--- config.mk ---
export PLATFORM = sky130hd
export DESIGN_NAME = sram_cycle_ctrl
export DESIGN_NICKNAME = d
export VERILOG_FILES = /design/src/rtl/sram_cyc_pkg.sv /design/src/rtl/sram_req_sync.sv /design/src/rtl/sram_sleep_fsm.sv /design/src/rtl/sram_cycle_decode.sv /design/src/rtl/sram_cycle_ctrl.sv
export SDC_FILE = /design/constraint.sdc
export NUM_CORES = 1
export LEC_CHECK = 0
export ABC_AREA = 1
export BUFFER_PORTS_ARGS = -buffer_cell sky130_fd_sc_hd__buf_2
export CORE_UTILIZATION = 35
export DETAILED_ROUTE_END_ITERATION = 10
export HOLD_SLACK_MARGIN = 0.03
export MAX_ROUTING_LAYER = met4
export PLACE_DENSITY_LB_ADDON = 0.12
export SLEW_MARGIN = 25
export SYNTH_ARGS = -nofsm -noshare
export SYNTH_HDL_FRONTEND = slang
export SYNTH_SLANG_ARGS = --single-unit
--- constraint.sdc ---
create_clock -name clk -period 1.3 [get_ports clk]
set_clock_uncertainty 0.2 [all_clocks]
set_input_delay 0.26 -clock clk [delete_from_list [all_inputs] [get_ports clk]]
set_output_delay 0.26 -clock clk [all_outputs]
set_load 0.1 [all_outputs]
--- src/rtl/sram_cyc_pkg.sv ---
package sram_cyc_pkg;
   typedef enum logic [2:0] {
      OP_DESEL  = 3'd0,
      OP_CDESEL = 3'd1,
      OP_READ   = 3'd2,
      OP_DUMMY  = 3'd3,
      OP_WRITE  = 3'd4,
      OP_WAIT   = 3'd5,
      OP_SLEEP  = 3'd6
   } op_e;

   typedef enum logic [1:0] {
      BR_NONE  = 2'd0,
      BR_READ  = 2'd1,
      BR_WRITE = 2'd2
   } burst_e;

   typedef enum logic [1:0] {
      SL_AWAKE = 2'd0,
      SL_ENTER = 2'd1,
      SL_DOWN  = 2'd2,
      SL_EXIT  = 2'd3
   } slp_e;
endpackage

--- src/rtl/sram_req_sync.sv ---
module sram_req_sync #(
   parameter int STAGES = 2
) (
   input  logic clk,
   input  logic rst_n,
   input  logic d_i,
   output logic q_o
);
   if (STAGES < 2) begin : g_bad_stages
      $error("sram_req_sync: STAGES must be at least 2");
   end

   logic [STAGES-1:0] chain_q;

   always_ff @(posedge clk or negedge rst_n) begin
      if (!rst_n) chain_q <= '0;
      else        chain_q <= {chain_q[STAGES-2:0], d_i};
   end

   assign q_o = chain_q[STAGES-1];
endmodule

--- src/rtl/sram_sleep_fsm.sv ---
module sram_sleep_fsm
   import sram_cyc_pkg::*;
#(
   parameter int ENTER_CYC = 2,
   parameter int EXIT_CYC  = 2
) (
   input  logic clk,
   input  logic rst_n,
   input  logic req_s,
   output logic awake_o,
   output logic enter_o,
   output logic down_o,
   output logic recov_o
);
   localparam int MAXC  = (ENTER_CYC > EXIT_CYC) ? ENTER_CYC : EXIT_CYC;
   localparam int CNT_W = (MAXC > 1) ? $clog2(MAXC) : 1;

   if (ENTER_CYC < 1 || EXIT_CYC < 1) begin : g_bad_cyc
      $error("sram_sleep_fsm: phase lengths must be at least 1");
   end

   slp_e             st_q;
   logic [CNT_W-1:0] cnt_q;

   always_ff @(posedge clk or negedge rst_n) begin
      if (!rst_n) begin
         st_q  <= SL_AWAKE;
         cnt_q <= '0;
      end else begin
         unique case (st_q)
            SL_AWAKE: if (req_s) begin
               st_q  <= SL_ENTER;
               cnt_q <= CNT_W'(ENTER_CYC - 1);
            end
            SL_ENTER: if (cnt_q == '0) st_q <= SL_DOWN;
                      else cnt_q <= cnt_q - 1'b1;
            SL_DOWN: if (!req_s) begin
               st_q  <= SL_EXIT;
               cnt_q <= CNT_W'(EXIT_CYC - 1);
            end
            SL_EXIT: if (cnt_q == '0) st_q <= SL_AWAKE;
                     else cnt_q <= cnt_q - 1'b1;
            default: st_q <= SL_AWAKE;
         endcase
      end
   end

   assign awake_o = (st_q == SL_AWAKE);
   assign enter_o = (st_q == SL_ENTER);
   assign down_o  = (st_q == SL_DOWN);
   assign recov_o = (st_q == SL_EXIT);
endmodule

--- src/rtl/sram_cycle_decode.sv ---
module sram_cycle_decode
   import sram_cyc_pkg::*;
#(
   parameter int BW_W = 4
) (
   input  logic            clk,
   input  logic            rst_n,
   input  logic            awake_i,
   input  logic            down_i,
   input  logic            sel_i,
   input  logic            adv_i,
   input  logic            wr_i,
   input  logic [BW_W-1:0] bw_i,
   input  logic            hold_i,
   input  logic            oe_i,
   output op_e             op_o,
   output logic            drive_o,
   output logic            access_o,
   output logic [BW_W-1:0] bw_o
);
   if (BW_W < 1) begin : g_bad_bw
      $error("sram_cycle_decode: BW_W must be at least 1");
   end

   op_e    op_q, op_d;
   burst_e br_q, br_d;
   logic   rd_q, rd_d;
   logic   acc_q, acc_d;
   logic   lane_ld;
   logic   lane_wr;

   always_comb begin
      op_d    = op_q;
      br_d    = br_q;
      rd_d    = rd_q;
      acc_d   = 1'b0;
      lane_ld = 1'b0;
      lane_wr = 1'b0;
      if (!awake_i) begin
         op_d    = down_i ? OP_SLEEP : OP_DESEL;
         br_d    = BR_NONE;
         rd_d    = 1'b0;
         lane_ld = 1'b1;
      end else if (hold_i) begin
         op_d = OP_WAIT;
      end else if (!adv_i) begin
         lane_ld = 1'b1;
         if (sel_i) begin
            acc_d   = 1'b1;
            br_d    = wr_i ? BR_WRITE : BR_READ;
            rd_d    = !wr_i;
            lane_wr = wr_i;
            op_d    = wr_i ? OP_WRITE : (oe_i ? OP_READ : OP_DUMMY);
         end else begin
            br_d = BR_NONE;
            rd_d = 1'b0;
            op_d = OP_DESEL;
         end
      end else begin
         lane_ld = 1'b1;
         unique case (br_q)
            BR_READ: begin
               acc_d = 1'b1;
               rd_d  = 1'b1;
               op_d  = oe_i ? OP_READ : OP_DUMMY;
            end
            BR_WRITE: begin
               acc_d   = 1'b1;
               rd_d    = 1'b0;
               lane_wr = 1'b1;
               op_d    = OP_WRITE;
            end
            default: begin
               rd_d = 1'b0;
               op_d = OP_CDESEL;
            end
         endcase
      end
   end

   always_ff @(posedge clk or negedge rst_n) begin
      if (!rst_n) begin
         op_q  <= OP_DESEL;
         br_q  <= BR_NONE;
         rd_q  <= 1'b0;
         acc_q <= 1'b0;
      end else begin
         op_q  <= op_d;
         br_q  <= br_d;
         rd_q  <= rd_d;
         acc_q <= acc_d;
      end
   end

   for (genvar g = 0; g < BW_W; g++) begin : g_lane
      logic lane_q;
      always_ff @(posedge clk or negedge rst_n) begin
         if (!rst_n)       lane_q <= 1'b0;
         else if (lane_ld) lane_q <= lane_wr & bw_i[g];
      end
      assign bw_o[g] = lane_q;
   end

   assign op_o     = op_q;
   assign access_o = acc_q;
   assign drive_o  = rd_q & oe_i;
endmodule

--- src/rtl/sram_cycle_ctrl.sv ---
module sram_cycle_ctrl
   import sram_cyc_pkg::*;
#(
   parameter int BW_W        = 4,
   parameter int SYNC_STAGES = 2,
   parameter int ENTER_CYC   = 2,
   parameter int EXIT_CYC    = 2
) (
   input  logic            clk,
   input  logic            rst_n,
   input  logic            sel_i,
   input  logic            adv_i,
   input  logic            wr_i,
   input  logic [BW_W-1:0] bw_i,
   input  logic            hold_i,
   input  logic            oe_i,
   input  logic            sleep_req_i,
   output logic [2:0]      op_o,
   output logic            drive_o,
   output logic            access_o,
   output logic [BW_W-1:0] access_bw_o,
   output logic            sleep_o
);
   logic req_s;
   logic awake_w;
   logic enter_w;
   logic down_w;
   logic recov_w;
   op_e  op_w;

   sram_req_sync #(.STAGES(SYNC_STAGES)) u_sync (
      .clk   (clk),
      .rst_n (rst_n),
      .d_i   (sleep_req_i),
      .q_o   (req_s)
   );

   sram_sleep_fsm #(.ENTER_CYC(ENTER_CYC), .EXIT_CYC(EXIT_CYC)) u_sleep (
      .clk     (clk),
      .rst_n   (rst_n),
      .req_s   (req_s),
      .awake_o (awake_w),
      .enter_o (enter_w),
      .down_o  (down_w),
      .recov_o (recov_w)
   );

   sram_cycle_decode #(.BW_W(BW_W)) u_dec (
      .clk      (clk),
      .rst_n    (rst_n),
      .awake_i  (awake_w),
      .down_i   (down_w),
      .sel_i    (sel_i),
      .adv_i    (adv_i),
      .wr_i     (wr_i),
      .bw_i     (bw_i),
      .hold_i   (hold_i),
      .oe_i     (oe_i),
      .op_o     (op_w),
      .drive_o  (drive_o),
      .access_o (access_o),
      .bw_o     (access_bw_o)
   );

   assign op_o    = op_w;
   assign sleep_o = down_w;
endmodule

==> results, run 1 <==
- Global routing used 17.2% of the available tracks.
- The path type of the worst min-delay path is primary input to flip-flop.
- The number of failing setup endpoints in the final timing report is 24.
- The most repeated cell in the gate-level netlist after synthesis is nand2_1.
- The overall routed net length is 1950 um.
- The ratio of cells with drive above 1 in the final layout is 48.3%.
- Across the VDD grid, the largest voltage drop is 1.86 mV.
- The number of nets at the end of the flow is 164.
- The number of antenna violations at the first check in global routing was 0.
- The count of input and output buffers is 21.
- The number of buffers and inverters on the critical path is 3.
- Summed over all instances, the cell type with the most area after synthesis is dfrtp_1.
- The signal on the critical path passes through inv_2 -> buf_6 -> ha_4 -> buf_12.
- The final weighted congestion in routability-driven placement is 0.798.
- For hold timing, the worst endpoint is u_dec.access_o.
- The slowest stage of the critical path is the dfrtp_1 cell.
- The number of failing hold endpoints at the final stage is 0.
- For the pin with the worst max-slew slack, the measured transition is 0.362 ns.
- The routed length per placed instance is 11.3 um.
- The cell sitting at the root of the clock tree is a clkbuf_4.
- The CTS tree is built.
- The startpoint of the worst hold path is sel_i.
- For this run, the share of the core covered by cells in the final layout is 66.4%.
- The longest individual stage delay on the worst path is 0.40 ns.
- In the final timing run, aggregate negative setup slack is -3.45 ns.
- Of the synthesized area, sequential elements account for 47.6%.
- The count of maximum capacitance violations is 0.
- The CTS H-tree depth is 1.
- The region available for standard cell placement spans 2230 um^2.
- The synthesized cell area is 841 um^2.
- STA puts the critical path data required time at 0.84 ns.
- The antenna diode count is 0.
- The launching point of the worst reg2reg path is u_sleep.st_q[0].
- The sort of element at the start of the critical path is a flip-flop.
- The via count of the first global-routing pass was 770.
- The number of flip-flops and latches in the synthesized netlist is 16.
- The total power density per cell area is 2250 nW/um^2.
- The worst hold path was traced through 3 stages.
- The first global-routing pass estimated 3210 um of wire.
- Once routing completed, OpenROAD measured the worst setup slack at -0.308 ns.
- The overall die area is 2600 um^2.
- The number of cells on the worst reg-to-reg path is 8.
- After layout, the worst path uses 124% of the clock period.
- The number of placed I/O pins is 22.
- Summed over all cells, the static leakage comes to 0.000743 uW.
- The share of the synthesized area in the top cell type is 47.6%.
- Measured along the x axis, the die boundary spans 51.0 um.
- The worst setup path category is flip-flop to primary output.
- The initial utilization of the core area, before any placement, comes to 37.6%.
- The max-slew violation count is 0.
- The cell family with the largest share of critical-path delay is flip-flops.
- The setup slack of the worst register-to-register path is -0.28 ns.
- Data on the critical path arrives at its endpoint at 1.15 ns.
- The pin count of the biggest net entering global routing is 17.
- The first routing iteration left 12 violations.
- The kind of end point of the critical path is a primary output.
- The maximum fanout along the worst path is 2.
- The synthesized netlist contains 16 unique library cells.
- Based on the critical path, the design can be clocked at up to 622 MHz.
- The number of nets handed over by synthesis was 120.
- Synthesis handed over a netlist of 102 instances.
- The routed via count is 809.
- Clock-pin slew was measured on the worst setup and hold paths at 0.10 ns.
- The commonest cells after synthesis are 30 x nand2_1, 16 x dfrtp_1, 15 x inv_1, 10 x nand3_1, 6 x ha_1.
- Among all flip-flop cells after synthesis, the most frequent one is dfrtp_1.
- The detailed placer's ending HPWL is 1290 um.
- The leftover overflow at the end of global routing is 0.
- Counting every sink on the clock net gives 16.
- The maximum clock path buffer count is 2.
- Setup repair after global routing could not meet its margin everywhere.
- The post-placement setup slack is -0.194 ns.
- The chip height is 51.0 um.
- The final routed DRC violation total is 0.
- In this run the mean area of a mapped cell was 8.24 um^2.
- In the post-synthesis netlist, the biggest area contributors are dfrtp_1 48%, nand2_1 13%, ha_1 8.9%.
- The number of enable-type register cells in the synthesized netlist is 0.
- The reg-to-reg endpoint is u_dec.br_q[1].
- Using the TritonRoute via totals, the vias-per-cell ratio works out to 4.68.
- The final critical delay including setup and external delays is 1.61 ns.
- The clock buffer count from CTS is 3.
- Clock latency on the worst-skew pair, taken at its later pin, is 0.28 ns.
- The checks that failed: setup timing.
- Yosys printed 0 warnings.
- The number of placement rows is 17.
- The run finished, with violations left.
- Compared with the post-synthesis result, the final layout area differs by 76.3%.
- Of all flip-flops after synthesis, the portion carrying an async set or reset was 100%.
- The detail route stage leaves a number of antenna-violating nets equal to 0.
- The number of detailed-routing iterations run before antenna repair is 4.
- The worst hold slack is 0.0466 ns.
- The worst-case headroom to the max-slew limit is 75.8%.
-- state kept, by name, indices dropped and copies added, names as in the netlist --
register,cells
u_dec.access_o,1
u_dec.br_q,2
u_dec.g_lane.lane_q,4
u_dec.op_o,3
u_dec.rd_q,1
u_sleep.cnt_q,1
u_sleep.st_q,2
u_sync.chain_q,2
-- stage by stage --
step | total power, uW | instances | instance area (um^2)
finish | 3330 | 173 | 1480
global route | 3530 | 173 | 1480
global placement | 2410 | 154 | 1180
CTS | 3160 | 171 | 1420
detailed placement | 2430 | 154 | 1180
floorplan | 1790 | 102 | 870
-- report_power, final --
part,switching (uW),internal (uW),total (uW)
sequential,89.7,635,724
clock,164,170,334
combinational,1250,1020,2270
-- cells in the final DEF (no fill, tap or decap), types with 4 or more instances in the layout --
| cell type | count |
|---|---|
| buf_4 | 11 |
| dfrtp_1 | 12 |
| nand3_1 | 8 |
| buf_2 | 11 |
| dlygate4sd3_1 | 6 |
| o21ai_1 | 5 |
| nand4_1 | 5 |
| inv_1 | 11 |
| buf_6 | 6 |
| nand2_1 | 22 |
| dfrtp_2 | 4 |
| ha_1 | 4 |
| buf_12 | 11 |
| nand2_2 | 4 |
-- layer usage --
layer / up-vias / GRT usage [%] / wire length (um)
li1: 403 / - / -
met1: 387 / 21.6 / 871
met2: 17 / 28.3 / 994
met3: 2 / 2.68 / 73
met4: 0 / 5.56 / 9
met5: - / - / 0
-- tightest hold or removal path: cells and delay by family --
| kind | cells | cell delay (ns) |
|---|---|---|
| AO/OA/AOI/OAI | 1 | 0.05 |
| AND/OR/NAND/NOR | 1 | 0.08 |
| buffers and inverters | 1 | 0.13 |
-- worst max-delay path by stage --
stage,from,endpoint,slack [ns],cells after the start
3_5_place_dp,u_sleep.st_q[0],u_sleep.st_q[0],-0.19,7
6_report,u_sleep.st_q[0],sleep_o,-0.31,4
3_3_place_gp,u_sleep.st_q[0],u_sleep.st_q[0],-0.12,7
4_1_cts,u_sleep.st_q[0],sleep_o,-0.31,4
2_1_floorplan,u_sleep.st_q[0],u_sleep.st_q[0],-0.23,6
5_1_grt,u_sleep.st_q[0],sleep_o,-0.36,4
-- cell type report --
type	instances	area, um^2
Clock buffer	4	36.3
Fill cell	169	751
Inverter	16	68.8
Multi-Input combinational cell	64	452
Sequential cell	16	405
Tap cell	28	35.0
Timing Repair Buffer	45	485
-- kinds of logic after synthesis --
kind of cell / count (synthesis) / synth area share (%)
buf+inv: 22 / 12.6
simple gates: 50 / 25.9
flops: 16 / 47.6
compound gates: 8 / 4.91
fa+ha+maj: 6 / 8.93
-- what timing repair did --
action / CTS / global route
hold buffers: 6 / 0
endpoints found under the setup margin: 24 / 24
pin swaps: 9 / 4
resized for setup: 23 / 13
setup buffers: 7 / 2
endpoints found under the hold margin: 21 / 0
Power figures use the tool's default switching activity.
==> run 2: changes to the inputs <==
--- a/config.mk
+++ b/config.mk
@@ -5,7 +5,6 @@
 export SDC_FILE = /design/constraint.sdc
 export NUM_CORES = 1
 export LEC_CHECK = 0
-export ABC_AREA = 1
 export BUFFER_PORTS_ARGS = -buffer_cell sky130_fd_sc_hd__buf_2
 export CORE_UTILIZATION = 35
 export DETAILED_ROUTE_END_ITERATION = 10
==> run 2 against run 1 <==
Against the previous run: the flow still finishes with violations (setup timing); routed wire length fell by 2.7%; worst setup slack got worse by 0.094 ns; die area decreased by 0.59%; largest power group unchanged; register-to-register slack worse by 0.05 ns.
==> results, run 2 <==
- In the final design database the tool counted 135 nets.
- Data on the critical path is required at its endpoint by 0.84 ns.
- Of all cell types, the one taking the most synthesized area is dfrtp_1.
- By count the netlist is led by 16 x dfrtp_1, 6 x ha_1, 6 x mux2i_1, 6 x nor2_1, 6 x o21ai_0.
- Of all nets on the critical path, the largest fanout is 2.
- The number of placement rows is 17.
- The final antenna-violating net count is 0.
- The worst setup path category is flip-flop to primary output.
- In the final layout, the share of cells above drive strength 1 is 50.9%.
- u_dec.g_lane.lane_q holds more flip-flops than any other register.
- The global-route wire length before repair is 3190 um.
- The worst-case headroom to the max-slew limit is 76.7%.
- The number of failing hold endpoints at the final stage is 0.
- The detailed placer's ending HPWL is 1380 um.
- The number of warnings reported in the yosys synthesis log is 0.
- The worst path setup slack after routing is -0.402 ns.
- For this run, the leading register cell type out of synthesis is dfrtp_1.
- Buffers placed on the I/O ports in this run total 21.
- The via count normalized by instance count is 4.69.
- The chip height is 50.9 um.
- Of the available clock period, the critical path in the final layout requires 131%.
- The die covers 2590 um^2.
- The CTS tree is built.
- After detailed routing, the total wire length is 1900 um.
- The number of antenna violations at the first check in global routing came to 0.
- The antenna diode count is 0.
- The final critical delay including setup and external delays is 1.70 ns.
- The clock net in this run drives a total of 16 sinks.
- The tool flagged a number of max-cap violations equal to 0.
- The clock passes through at most 2 buffers.
- OpenSTA, run right after detailed placement, puts the worst setup slack at -0.178 ns.
- The kind of end point of the critical path is a primary output.
- Counting the fill cells in the layout gives 193.
- The final weighted congestion in routability-driven placement is 0.773.
- The library cell used most frequently in the layout, excluding fill and tap cells, is buf_4.
- In the synthesized netlist, the number of instances is 77.
- The overall track demand over capacity in global routing is 18.3%.
- The number of placed I/O pins is 22.
- In this run the standard cell core region covers 2230 um^2.
- The clock transition at the register clock pins on the worst setup and hold paths after CTS is 0.10 ns.
- The number of nets in the synthesized netlist is 95.
- The synthesized netlist occupies a cell area of 836 um^2.
- In this run the worst hold path is classified as primary input to flip-flop.
- The number of flip-flops and latches in the synthesized netlist is 16.
- The max-slew violation count is 0.
- The leftover overflow at the end of global routing is 0.
- The cell sitting at the root of the clock tree is a clkbuf_4.
- Dividing the detail-routed wire length by the instance count gives 13.2 um.
- The flow ran to the end, but the final reports show violations.
- The die boundary width is 50.9 um.
- The clock buffer count from CTS is 3.
- Leaving out filler cells and counting taps, the final layout contains 144.
- The share of the Yosys chip area taken by registers is 47.9%.
- At the pin with the least slew margin, the transition time is 0.350 ns.
- The starting utilization of the core area is 37.4%.
- By instance count, the leading cell after synthesis is dfrtp_1.
- Sorting the synthesized cells by area gives the leading types as dfrtp_1 48%, ha_1 9.0%, mux2i_1 7.2%.
- The clock latency on the worst-skew pair is 0.29 ns.
- The register with the most flip-flops in the layout has 4 of them.
- The synthesized netlist contains 27 unique library cells.
- Power spread over the standard cell area amounts to 2180 nW/um^2.
- The instance count after placement with tap cells included is 132.
- The detailed router placed 676 vias in this run.
- Setup repair after global routing could not meet its margin everywhere.
- The top achievable clock speed is 587 MHz.
- The largest vdd supply drop is 1.43 mV.
- After synthesis, the mean cell area works out to 10.9 um^2.
- Entering global routing, the biggest net connects 17 pins.
- The number of failing setup endpoints in the final timing report is 22.
- The async set-or-reset flop fraction in the synthesized netlist is 100%.
- Relative to the synthesized area, the layout overhead comes to 64.2%.
- STA classifies the critical path startpoint as a flip-flop.
- The signal arrival time at the worst endpoint is 1.24 ns.
- The via count of the first global-routing pass is 724.
- Summing internal, switching and leakage power gives 2990 uW.
- In this run the number of H-tree levels came out at 1.
- The worst hold slack is 0.0497 ns.
- The initial DRC count is 9.
- The static leakage is 0.000621 uW.
- The first detailed-routing pass ran for 4 iterations.
- The share of the synthesized area in the top cell type is 47.9%.
- After detailed routing, the number of remaining DRC violations is 0.
- The final reports fail on setup timing.
- The number of enable-type register cells in the synthesized netlist is 0.
- Leaving out fill and tap cells, the most frequent cells in the layout are 13 x buf_4, 12 x dfrtp_1, 11 x buf_2.
## run 2: cell types whose count changed after synthesis, moves of 2 or more
cell     previous run  this run
nand2_1            30         3
inv_1              15         5
nand3_1            10         0
mux2i_1             0         6
nand4_1             5         0
nor2_1              3         6
a21oi_1             2         4
and2_1              1         3
buf_2               0         2
## run 2: metrics by stage
| stage | cell area, um^2 | TNS (ns) | utilization [%] |
|---|---|---|---|
| after floorplan | 891 | -1.08 | - |
| after CTS | 1370 | -2.67 | 61.5 |
| after global placement | 1220 | -1.26 | 54.7 |
| after detailed placement | 1220 | -1.51 | 54.7 |
| final | 1370 | -2.41 | 61.5 |
| after global routing | 1370 | -3.66 | 61.5 |
## run 2: where the power goes
group	switching, uW	internal (uW)	leakage, uW	total [uW]
Clock	165	171	0.0000210	336
Sequential	103	634	0.000202	737
Combinational	1060	857	0.000398	1920
Total	1330	1660	0.000621	2990
## run 2: timing repair
item                       in CTS  in global routing
hold endpoints to repair       20                  0
pin swaps                       8                  4
buffers inserted                3                  0
setup endpoints to repair      24                 24
hold buffers                    5                  0
cloned                          0                  0
resized for setup              13                  0
## run 2: path summary, 6_finish.rpt
| check | from | to | slack [ns] | cells past startpoint |
|---|---|---|---|---|
| worst max register to register | u_sleep.st_q[1] | u_sleep.cnt_q | -0.33 | 5 |
| worst max-delay path | u_sleep.st_q[1] | sleep_o | -0.40 | 4 |
| min in group asynchronous | rst_n | u_sync.chain_q[1] | 0.19 | 2 |
| max in group asynchronous | rst_n | u_dec.access_o | 0.43 | 2 |
| worst min register to register | u_sync.chain_q[0] | u_sync.chain_q[1] | 0.16 | 0 |
| worst min-delay path | bw_i[1] | u_dec.g_lane[1].lane_q | 0.05 | 3 |
## run 2: cells by family (layout without fill, tap and decap cells)
family	after synthesis	after routing	share of synthesized area, %
simple gates	18	18	12.0
flops	16	16	47.9
fa+ha+maj	6	6	8.98
mux	7	7	8.53
compound gates	18	18	14.2
buf+inv	12	51	8.38
## run 2: critical path, stage by stage, from the launching register on
cell and delay (ns):
dfrtp_1 0.40, buf_6 0.13, ha_4 0.15, buf_6 0.11
buf_12 0.15
## run 2: area by class of cell
type                       instances  area, um^2  area share [%]
inverter                           5        18.8            1.37
tap                               28        35.0            2.55
sequential                        16         405            29.5
clock buffer                       4        36.3            2.64
multi-input combinational         49         440            32.1
timing repair buffer              42         437            31.8
## run 2: routing by layer
metal / wire, um / global-route usage [%] / vias to the layer above
met5: 0 / - / -
met1: 819 / 19.1 / 312
met3: 73 / 3.57 / 4
li1: - / - / 340
met2: 975 / 32.4 / 20
met4: 29 / 9.72 / 0
==> run 3: changes to the inputs <==
--- a/config.mk
+++ b/config.mk
@@ -8,6 +8,7 @@
 export BUFFER_PORTS_ARGS = -buffer_cell sky130_fd_sc_hd__buf_2
 export CORE_UTILIZATION = 35
 export DETAILED_ROUTE_END_ITERATION = 10
+export GPL_TIMING_DRIVEN = 0
 export HOLD_SLACK_MARGIN = 0.03
 export MAX_ROUTING_LAYER = met4
 export PLACE_DENSITY_LB_ADDON = 0.12
==> run 3 against run 2 <==
Against the previous run: the run still ends with setup timing left; register-to-register slack better by 0.03 ns; largest power group unchanged; combinational power about the same; critical path type is now flip-flop to flip-flop; count of clock-buffer cells in the layout is the same; via count shrank 2.2%.
==> results, run 3 (synthesis results as in run 2) <==
- The flow ran to the end, but the final reports show violations.
- The final reports fail on setup timing.
- In the final routing, the length of wire on met1 measures 778 um.
- The met3 routed wirelength is 61 um.
- The global-route wire length before repair is 3080 um.
- Along the worst path, the maximum fanout reaches 3.
- The max-slew violation count is 0.
- The worst setup path is of the flip-flop to flip-flop kind.
- Setup repair after global routing could not meet its margin everywhere.
- The final weighted congestion in routability-driven placement is 0.787.
- Leaving out fill and tap cells, the most frequent cells in the layout are 11 x buf_2, 11 x dfrtp_1, 6 x nor2_1, 6 x buf_12, 6 x buf_4.
- The total power draw is 2910 uW.
- Detailed placement finished with a half-perimeter wire length of 1140 um.
- Tracing the worst setup path back leads to its startpoint at u_sleep.st_q[1].
- The startpoint identified for the worst hold timing path is bw_i[0].
- Setup violations remaining at the end of the flow were counted as 24.
- Fill cells in the final layout number 195.
- Timing would allow up to 625 MHz.
- The sort of element at the start of the critical path is a flip-flop.
- Subtracting the final worst setup slack from the clock period gives 1.60 ns.
- The highest signal layer in the routed design is met4.
- The overall routed net length is 1740 um.
- In the final routed layout, each cell accounts on average for 12.8 um.
- The via count of the first global-routing pass came to 660.
- Port buffering added 20 buffers.
- The number of failing hold endpoints at the final stage is 0.
- In this run the number of H-tree levels came out at 1.
- 22 I/O pins were placed.
- The overall die area is 2590 um^2.
- For this run, the detailed router's first-pass iteration total came to 2.
- The launching point of the worst reg2reg path is u_sleep.st_q[1].
- The count of maximum capacitance violations is 0.
- The static leakage is 0.000584 uW.
- Dividing total power by cell area gives a power density of 2210 nW/um^2.
- The number of nets at the end of the flow is 127.
- The number of buffers and inverters on the critical path is 3.
- The core region area is 2230 um^2.
- The post-route netlist has 55.6% of its cells at a drive strength greater than 1.
- The tightest min-delay check is of the primary input to flip-flop type.
- The sum of negative setup slack is -3.13 ns.
- The clock drives 16 sinks.
- For the worst-skew pair, the clock arrives at the later sink with an insertion delay of 0.28 ns.
- Broken down by cell family, the worst path's largest delay share belongs to multiplexers.
- Measured along the y axis, the die boundary spans 50.9 um.
- The register with the most flip-flops in the final layout is u_dec.g_lane.lane_q.
- Data on the critical path is required at its endpoint by 1.27 ns.
- The worst-case headroom to the max-slew limit is 75.3%.
- The number of antenna violations at the first check in global routing is 0.
- The floorplan has 17 rows.
- The largest vdd supply drop is 1.54 mV.
- The die boundary width is 50.9 um.
- In the post-route analysis, the smallest setup slack over all paths is -0.299 ns.
- The slowest library cell on the worst path is dfrtp_1.
- The overall track demand over capacity in global routing is 17.8%.
- The cell sitting at the root of the clock tree is a clkbuf_4.
- The synthesis-to-finish area growth is 58.1%.
- The placed instances occupy a cell area of 1030 um^2.
- Traced cell by cell, the critical path runs through buf_4 -> buf_6 -> inv_4 -> ha_4 -> mux2i_4 -> mux2_4.
- The leftover overflow at the end of global routing is 0.
- The routed layout has 661 vias.
- The clock buffer count from CTS is 3.
- The pin count of the biggest net entering global routing is 17.
- At the pin with the least slew margin, the transition time is 0.365 ns.
- Dividing the final minimum period by the clock period gives 123%.
- The maximum clock path buffer count is 2.
- The register with the most flip-flops in the layout has 4 of them.
- Detailed routing placed a total of 879 um of wire on met2.
- TritonCTS built the clock tree.
- The setup check on the worst reg-to-reg path leaves a slack of -0.30 ns.
- The final routed DRC violation total is 0.
- Using the TritonRoute via totals, the vias-per-cell ratio works out to 4.86.
- The longest individual stage delay on the worst path is 0.38 ns.
- The repair_antennas step left the layout with diodes totalling 0.
- Data on the critical path arrives at its endpoint at 1.57 ns.
- The starting utilization of the core area is 37.4%.
- The initial DRC count is 11.
- After routing the design area is 1320 um^2.
- The count of nets left with antenna violations once routing finished came out at 0.
- The clock transition at the register clock pins on the worst setup and hold paths after CTS is 0.09 ns.
- The kind of end point of the critical path is a flip-flop.
run 3: through the flow:
step | instances | utilization, % | setup WS, ns | hold slack, ns
after detailed placement | 125 | 45.9 | -0.406 | -0.00101
final | 136 | 59.2 | -0.299 | 0.0473
after CTS | 135 | 57.4 | -0.320 | 0.0344
after global routing | 136 | 59.2 | -0.347 | 0.0308
after global placement | 125 | 45.9 | -0.373 | -0.00308
after floorplan | 77 | - | -0.316 | -0.236
run 3: path summary, 6_finish.rpt:
path                                               end  depth (start not counted)
worst max-delay path                     u_sleep.cnt_q                          6
worst min-delay path            u_dec.g_lane[0].lane_q                          3
worst max register to register           u_sleep.cnt_q                          6
worst min register to register       u_sync.chain_q[1]                          0
max in group asynchronous              u_sleep.st_q[0]                          2
min in group asynchronous                u_dec.br_q[0]                          2
run 3: area by class of cell:
class	count	area, um^2	area share, %
clock buffers	4	26.3	1.99
repair buffers	32	335	25.4
inverters	5	23.8	1.80
plain buffers	2	16.3	1.23
well taps	28	35.0	2.65
flip-flops and latches	16	407	30.8
multi-input cells	49	478	36.2
run 3: worst min-delay path: stages:
cell	delay, ns
buf_2	0.08
mux2i_1	0.05
nor2_1	0.09
run 3: timing repair:
action | in CTS | in global routing
pin swaps | 4 | 2
hold endpoints to repair | 18 | 0
gates resized for setup | 52 | 8
hold buffers | 3 | 0
buffers inserted | 8 | 1
endpoints found under the setup margin | 24 | 24
run 3: routing by layer:
layer | vias up | GRT usage [%]
met1 | 316 | 19.8
met3 | 2 | 5.36
met5 | - | -
met2 | 18 | 28.2
li1 | 325 | -
met4 | 0 | 10.6
run 3: power breakdown:
part | total, uW | internal (uW) | switching, uW
combinational | 1920 | 836 | 1090
clock | 259 | 119 | 140
sequential | 733 | 637 | 96.3
total | 2910 | 1590 | 1320
